## config.mk

```make
export PLATFORM = sky130hd
export DESIGN_NAME = pulse_seq_tx
export DESIGN_NICKNAME = d
export VERILOG_FILES = /design/src/rtl/pst_pkg.sv /design/src/rtl/pst_rdptr.sv /design/src/rtl/pst_thr.sv /design/src/rtl/pst_timer.sv /design/src/rtl/pst_ctrl.sv /design/src/rtl/pulse_seq_tx.sv
export SDC_FILE = /design/constraint.sdc
export NUM_CORES = 1
export LEC_CHECK = 0
export ABC_CLOCK_PERIOD_IN_PS = 9000
export BUFFER_PORTS_ARGS = -buffer_cell sky130_fd_sc_hd__buf_4
export CAP_MARGIN = 20
export CORE_MARGIN = 5
export CORE_UTILIZATION = 48
export DETAILED_ROUTE_END_ITERATION = 10
export HOLD_SLACK_MARGIN = 0.12
export MAX_ROUTING_LAYER = met4
export PLACE_DENSITY = 0.68
export SLEW_MARGIN = 20
export SYNTH_ARGS = -nofsm -noshare
export SYNTH_HDL_FRONTEND = slang
export SYNTH_HIERARCHICAL = 1
export SYNTH_SLANG_ARGS = --single-unit
```

## constraint.sdc

```tcl
create_clock -name clk -period 9 [get_ports clk]
set_clock_uncertainty 0.05 [all_clocks]
set_input_delay 0.9 -clock clk [delete_from_list [all_inputs] [get_ports clk]]
set_output_delay 0.9 -clock clk [all_outputs]
set_load 0.03 [all_outputs]
```

## src/rtl/pst_pkg.sv

```systemverilog
package pst_pkg;
  typedef enum logic [2:0] {
    ST_IDLE = 3'd0,
    ST_SEND = 3'd1,
    ST_READ = 3'd2,
    ST_RECV = 3'd3,
    ST_WAIT = 3'd4
  } pst_state_e;
endpackage

```

## src/rtl/pst_rdptr.sv

```systemverilog
module pst_rdptr #(
  parameter int ADDR_W = 6
) (
  input  logic            clk,
  input  logic            rst_n,
  input  logic            clr,
  input  logic            adv,
  input  logic            cfg_wrap,
  input  logic [ADDR_W:0] cfg_range,
  output logic [ADDR_W:0] ptr,
  output logic            exhausted
);
  localparam int PW = ADDR_W + 1;

  logic [PW-1:0] inc;
  logic [PW-1:0] nxt;

  always_comb begin
    inc = ptr + PW'(1);
    // wrap back to window start after its last word
    nxt = (cfg_wrap && (inc == cfg_range)) ? '0 : inc;
  end

  assign exhausted = !cfg_wrap && (ptr >= cfg_range);

  always_ff @(posedge clk or negedge rst_n) begin
    if (!rst_n)   ptr <= '0;
    else if (clr) ptr <= '0;
    else if (adv) ptr <= nxt;
  end
endmodule

```

## src/rtl/pst_thr.sv

```systemverilog
module pst_thr #(
  parameter int LIM_W = 9
) (
  input  logic             clk,
  input  logic             rst_n,
  input  logic             clr,
  input  logic             entry_done,
  input  logic [LIM_W-1:0] lim,
  output logic             thr_pulse
);
  logic [LIM_W-1:0] cnt;
  logic [LIM_W:0]   cnt_inc;

  assign cnt_inc = {1'b0, cnt} + (LIM_W+1)'(1);

  always_ff @(posedge clk or negedge rst_n) begin
    if (!rst_n) begin
      cnt       <= '0;
      thr_pulse <= 1'b0;
    end else begin
      thr_pulse <= 1'b0;
      if (clr) begin
        cnt <= '0;
      end else if (entry_done && (lim != '0)) begin
        if (cnt_inc >= {1'b0, lim}) begin
          cnt       <= '0;
          thr_pulse <= 1'b1;
        end else begin
          cnt <= cnt_inc[LIM_W-1:0];
        end
      end
    end
  end
endmodule

```

## src/rtl/pst_timer.sv

```systemverilog
module pst_timer #(
  parameter int DUR_W = 15
) (
  input  logic             clk,
  input  logic             rst_n,
  input  logic             load,
  input  logic [DUR_W-1:0] load_val,
  input  logic             run,
  input  logic             tick,
  output logic             expire
);
  logic [DUR_W-1:0] cnt;

  assign expire = run && tick && (cnt == DUR_W'(1));

  always_ff @(posedge clk or negedge rst_n) begin
    if (!rst_n)                                   cnt <= '0;
    else if (load)                                cnt <= load_val;
    else if (run && tick && (cnt > DUR_W'(1)))    cnt <= cnt - DUR_W'(1);
  end
endmodule

```

## src/rtl/pst_ctrl.sv

```systemverilog
module pst_ctrl
  import pst_pkg::*;
#(
  parameter int DUR_W = 15
) (
  input  logic               clk,
  input  logic               rst_n,
  input  logic               tx_start,
  input  logic               cfg_conti,
  input  logic               cfg_idle_lvl,
  input  logic               exhausted,
  input  logic               mem_req_ready,
  input  logic               mem_rsp_valid,
  input  logic [2*DUR_W+1:0] mem_rsp_data,
  input  logic               half_expire,
  output pst_state_e         st,
  output logic               lvl,
  output logic               req_valid,
  output logic               adv,
  output logic               restart,
  output logic               start_acc,
  output logic               entry_done,
  output logic               end_pulse,
  output logic               tmr_load,
  output logic [DUR_W-1:0]   tmr_val
);
  logic [DUR_W-1:0] lo_dur, hi_dur, hold_dur;
  logic             lo_lvl, hi_lvl, hold_lvl;
  logic             half, half_n, lvl_n, cap, end_ev;
  pst_state_e       st_n;

  assign lo_dur = mem_rsp_data[DUR_W-1:0];
  assign lo_lvl = mem_rsp_data[DUR_W];
  assign hi_dur = mem_rsp_data[2*DUR_W:DUR_W+1];
  assign hi_lvl = mem_rsp_data[2*DUR_W+1];

  assign req_valid = (st == ST_READ) && !exhausted;
  assign start_acc = (st == ST_IDLE) && tx_start;

  always_comb begin
    st_n       = st;
    lvl_n      = lvl;
    half_n     = half;
    end_ev     = 1'b0;
    adv        = 1'b0;
    entry_done = 1'b0;
    tmr_load   = 1'b0;
    tmr_val    = lo_dur;
    cap        = 1'b0;
    unique case (st)
      ST_IDLE: begin
        if (tx_start) begin
          st_n  = ST_READ;
          lvl_n = cfg_idle_lvl;
        end
      end
      ST_READ: begin
        if (exhausted) begin
          end_ev = 1'b1;
        end else if (mem_req_ready) begin
          adv  = 1'b1;
          st_n = ST_WAIT;
        end
      end
      ST_WAIT: begin
        if (mem_rsp_valid) begin
          if (lo_dur == '0) begin
            end_ev = 1'b1;
          end else begin
            st_n     = ST_SEND;
            lvl_n    = lo_lvl;
            tmr_load = 1'b1;
            tmr_val  = lo_dur;
            half_n   = 1'b0;
            cap      = 1'b1;
          end
        end
      end
      ST_SEND: begin
        if (half_expire) begin
          if (!half) begin
            if (hold_dur == '0) begin
              end_ev = 1'b1;
            end else begin
              lvl_n    = hold_lvl;
              tmr_load = 1'b1;
              tmr_val  = hold_dur;
              half_n   = 1'b1;
            end
          end else begin
            entry_done = 1'b1;
            st_n       = ST_READ;
          end
        end
      end
      default: st_n = ST_IDLE;
    endcase
    if (end_ev) st_n = cfg_conti ? ST_READ : ST_IDLE;
  end

  assign restart = end_ev && cfg_conti;

  always_ff @(posedge clk or negedge rst_n) begin
    if (!rst_n) begin
      st        <= ST_IDLE;
      lvl       <= 1'b0;
      half      <= 1'b0;
      hold_dur  <= '0;
      hold_lvl  <= 1'b0;
      end_pulse <= 1'b0;
    end else begin
      st        <= st_n;
      lvl       <= lvl_n;
      half      <= half_n;
      end_pulse <= end_ev && !cfg_conti;
      if (cap) begin
        hold_dur <= hi_dur;
        hold_lvl <= hi_lvl;
      end
    end
  end
endmodule

```

## src/rtl/pulse_seq_tx.sv

```systemverilog
module pulse_seq_tx
  import pst_pkg::*;
#(
  parameter int ADDR_W = 6,
  parameter int DUR_W  = 15,
  parameter int LIM_W  = 9
) (
  input  logic               clk,
  input  logic               rst_n,
  input  logic               tick_en,
  input  logic               tx_start,
  input  logic               rd_ptr_rst,
  input  logic               cfg_conti,
  input  logic               cfg_wrap,
  input  logic [ADDR_W:0]    cfg_range,
  input  logic [LIM_W-1:0]   cfg_tx_lim,
  input  logic               cfg_idle_lvl,
  input  logic               cfg_idle_en,
  output logic               mem_req_valid,
  input  logic               mem_req_ready,
  output logic [ADDR_W-1:0]  mem_req_addr,
  input  logic               mem_rsp_valid,
  input  logic [2*DUR_W+1:0] mem_rsp_data,
  output logic               pin_out,
  output logic               pin_oe,
  output logic [2:0]         tx_state,
  output logic               mem_empty,
  output logic               irq_tx_end,
  output logic               irq_tx_thr
);
  pst_state_e       st;
  logic             lvl, adv, restart, start_acc, entry_done;
  logic             tmr_load, half_expire, exhausted;
  logic [DUR_W-1:0] tmr_val;
  logic [ADDR_W:0]  ptr;

  pst_ctrl #(.DUR_W(DUR_W)) u_ctrl (
    .clk          (clk),
    .rst_n        (rst_n),
    .tx_start     (tx_start),
    .cfg_conti    (cfg_conti),
    .cfg_idle_lvl (cfg_idle_lvl),
    .exhausted    (exhausted),
    .mem_req_ready(mem_req_ready),
    .mem_rsp_valid(mem_rsp_valid),
    .mem_rsp_data (mem_rsp_data),
    .half_expire  (half_expire),
    .st           (st),
    .lvl          (lvl),
    .req_valid    (mem_req_valid),
    .adv          (adv),
    .restart      (restart),
    .start_acc    (start_acc),
    .entry_done   (entry_done),
    .end_pulse    (irq_tx_end),
    .tmr_load     (tmr_load),
    .tmr_val      (tmr_val)
  );

  pst_timer #(.DUR_W(DUR_W)) u_timer (
    .clk     (clk),
    .rst_n   (rst_n),
    .load    (tmr_load),
    .load_val(tmr_val),
    .run     (st == ST_SEND),
    .tick    (tick_en),
    .expire  (half_expire)
  );

  pst_rdptr #(.ADDR_W(ADDR_W)) u_ptr (
    .clk      (clk),
    .rst_n    (rst_n),
    .clr      (rd_ptr_rst || restart),
    .adv      (adv),
    .cfg_wrap (cfg_wrap),
    .cfg_range(cfg_range),
    .ptr      (ptr),
    .exhausted(exhausted)
  );

  pst_thr #(.LIM_W(LIM_W)) u_thr (
    .clk       (clk),
    .rst_n     (rst_n),
    .clr       (start_acc),
    .entry_done(entry_done),
    .lim       (cfg_tx_lim),
    .thr_pulse (irq_tx_thr)
  );

  assign mem_req_addr = ptr[ADDR_W-1:0];
  assign mem_empty    = exhausted;
  assign tx_state     = st;
  assign pin_out      = (st == ST_IDLE) ? (cfg_idle_en & cfg_idle_lvl) : lvl;
  assign pin_oe       = (st != ST_IDLE) || cfg_idle_en;
endmodule

```

==> key figures <==
Critical path
  – WP buf/inv: 1
  – Crit-path cells: or4_4 -> nor3_1 -> and3_1 -> and3b_2 -> nand2b_1 -> nand2_1 -> inv_1 -> o311a_2 -> a221o_1
  – Worst setup EP type: flop
  – Slowest stage cell on the critical path: or4_4
  – Max Fanout on Critical Path: 22
  – Slowest Stage Delay on Critical Path: about 0.6 ns
  – Critical path class: reg2reg
  – WP data required: 9.14 ns
  – Delay-heaviest family, CP: simple AND/OR/NAND/NOR gates
  – Worst path arrival time: around 4.3 ns
  – Worst setup SP type: flop

Route
  – Detailed router's first-iteration violation count: between 150 and 200
  – Final wirelength: 9300 um
  – DRT Pass-1 Iters: 5
  – ANT nets after route: 0
  – Number of vias per cell: ~5.8
  – Vias: between 3k and 4k
  – Routed WL per cell: 15.8 um
  – DRC Markers: 0

STA
  – Worst-Margin Slew: between 1 and 1.5 ns
  – Final Max Slew Viols: 0
  – Setup TNS after final layout: 0 ns
  – RSZ-0062 raised after global routing: no
  – Max-slew headroom: 32.8%
  – WHS: approximately 0.46 ns
  – Fmax: around 240 MHz
  – Hold Vio Cnt, Final: 0
  – Min Clock Period, post-route: between 4 and 5 ns
  – Period utilisation layout: a little under half
  – Final setup vio count: 0

Clocking
  – Post-CTS setup buffers: 0
  – CTS H-tree depth: 2
  – CTS sink cnt: 54
  – Post_cts resized: 0
  – Root Driver: clkbuf_8
  – Hold buffers post-CTS: 0
  – CTS tree: yes
  – Worst skew pair latency: about 0.30 ns
  – Longest Clk Path Bufs: 2
  – Inserted Clock Buffers: 5
  – Clock-pin slew on the worst setup and hold paths: about 0.1 ns

Global route
  – Global-route met2 utilization: 31.5%
  – Number of global-route vias before repair: ~3.3k
  – GRT met1 Usage: roughly 25%
  – Grt peak-use layer: met2
  – Pin count of the biggest net entering global routing: 55
  – Initial antenna violation count: 0
  – Congestion Overflow GR: 0
  – First-pass GRT wire length: 15600 um
  – GR Util met3: 2.63%
  – GRT Util Overall: 19.3%

Die
  – Die area: 0.0102 mm^2
  – Die Span X: 101 um
  – IO Count: 74
  – Starting Density: 48.9%
  – Die Span Y: 101 um
  – Core ar.: about 0.008 mm^2
  – Rows: 33

Cells and area
  – Syn-to-layout area delta: 16.8%
  – FILL cells: between 700 and 800
  – Layout cells sized above 1: about 30%
  – Cell Count, Final, Fillers Out: ~590
  – Area occupied by multi-input gates: roughly 0.0024 mm^2
  – Sequential cell area: ~0.0014 mm^2
  – Fin nets: between 500 and 600
  – Ant. Diodes: 0

Yosys
  – Top post-synthesis cells by area: dfrtp_1 (34%), mux2_2 (6.8%), ha_1 (6.3%)
  – Cell count after synthesis: 420
  – Flops & latches, synth: between 50 and 60
  – Synthesis warning total: 6
  – Synth top area share: around a third
  – Top cells by count, synth: dfrtp_1 (54), nor2_1 (34), nand2_1 (31), inv_1 (29), mux2_2 (24)
  – Largest area contributor in the netlist: dfrtp_1
  – Post-synth ARST share: between 90% and 100%
  – Post-synthesis area per instance: 9.47 um^2
  – Synthesized area: 0.00398 mm^2
  – Number of synthesized flops with an enable pin: 0
  – Syn_nets: ~500
  – Prevailing post-synth register cell: dfrtp_1
  – Post-synthesis sequential area ratio: 34.0%
  – Distinct cell type count after synthesis: 74
  – Most frequent cell after synthesis: dfrtp_1

Placement
  – PortBufs: 73
  – Post-DP HPWL: 7200 um
  – Placer Congestion: ~0.9
  – Dpl cells: about 580

Power
  – Leakage: 2.13 nW
  – Peak supply drop: 0.134 mV
  – Power per Cell Area: approximately 210 mW/mm^2
  – Final Power: 0.958 mW

Flow run
  – Max Cap Viol: 0

Run status
  – Outcome: completed

Hold path
  – Worst hold path type: reg2reg
==> through the flow <==
step                      area [um^2]  setup WS (ns)  util (%)
after floorplan                  3980           5.40         -
after global placement           4540           5.10      55.8
after detailed placement         4540           4.92      55.8
after CTS                        4650           4.91      57.1
after global routing             4650           4.53      57.1
final                            4650           4.82      57.1
==> worst paths after layout <==
kind	start	endpoint	slack (ns)	cells past startpoint
max	u_timer/cnt[7]$_DFFE_PN0P_	u_timer/cnt[14]$_DFFE_PN0P_	4.82	9
max in group asynchronous	rst_n	u_thr/cnt[1]$_DFFE_PN0P_	7.86	1
min	u_thr/cnt[8]$_DFFE_PN0P_	u_thr/cnt[8]$_DFFE_PN0P_	0.46	1
min in group asynchronous	rst_n	u_ctrl/hold_dur[0]$_DFFE_PN0P_	0.57	1
min reg2reg	u_thr/cnt[8]$_DFFE_PN0P_	u_thr/cnt[8]$_DFFE_PN0P_	0.46	1
max reg2reg	u_timer/cnt[7]$_DFFE_PN0P_	u_timer/cnt[14]$_DFFE_PN0P_	4.82	9
==> per-layer routing <==
| layer | vias up | wire length (um) |
|---|---|---|
| li1 | 1674 | - |
| met1 | 1630 | 4310 |
| met2 | 76 | 4450 |
| met3 | 9 | 424 |
| met4 | 0 | 114 |
| met5 | - | 0 |
==> flip-flops by register name, summed over array words and instances, names as in the netlist <==
register	cells
u_thr/thr_pulse	1
u_ctrl/hold_dur	15
u_thr/cnt	9
u_timer/cnt	15
u_ctrl/end_pulse	1
u_ctrl/half	1
u_ptr/ptr	7
u_ctrl/hold_lvl	1
u_ctrl/st	3
u_ctrl/lvl	1
==> placed cells by master, fill, tap and decap left out, types with 14 or more instances in the layout <==
| master | synthesis | final |
|---|---|---|
| inv_1 | 29 | 29 |
| ha_1 | 20 | 20 |
| a21oi_1 | 15 | 15 |
| mux2_2 | 24 | 24 |
| nor2_1 | 34 | 34 |
| dfrtp_1 | 54 | 54 |
| buf_4 | 1 | 74 |
| nand3_1 | 14 | 14 |
| nand2_1 | 31 | 31 |
==> power by group <==
group	leakage [nW]	total, mW	internal [mW]	switching (mW)
Combinational	1.40	0.365	0.180	0.184
Sequential	0.680	0.432	0.324	0.108
Clock	0.0514	0.162	0.0831	0.0785
Total	2.13	0.958	0.588	0.370
==> layout make-up <==
class                           instances  area share (%)
Clock inverter                          2           0.808
Tap cell                              105            2.83
Multi-Input combinational cell        319            51.4
Sequential cell                        54            29.1
Clock buffer                            6            1.56
Inverter                               29            2.34
Timing Repair Buffer                   74            12.0
==> cells by family (layout without fill, tap and decap cells) <==
| group | Yosys count | in the layout | synth area share, % |
|---|---|---|---|
| adder cells (fa/ha/maj) | 20 | 20 | 6.29 |
| AND/OR/NAND/NOR | 161 | 161 | 23.7 |
| multiplexers | 31 | 31 | 9.31 |
| XOR/XNOR | 18 | 18 | 3.96 |
| AO/OA/AOI/OAI | 89 | 89 | 16.8 |
| buffers and inverters | 47 | 111 | 5.95 |
| flip-flops | 54 | 54 | 34.0 |
(Power assumes the default switching activity.)
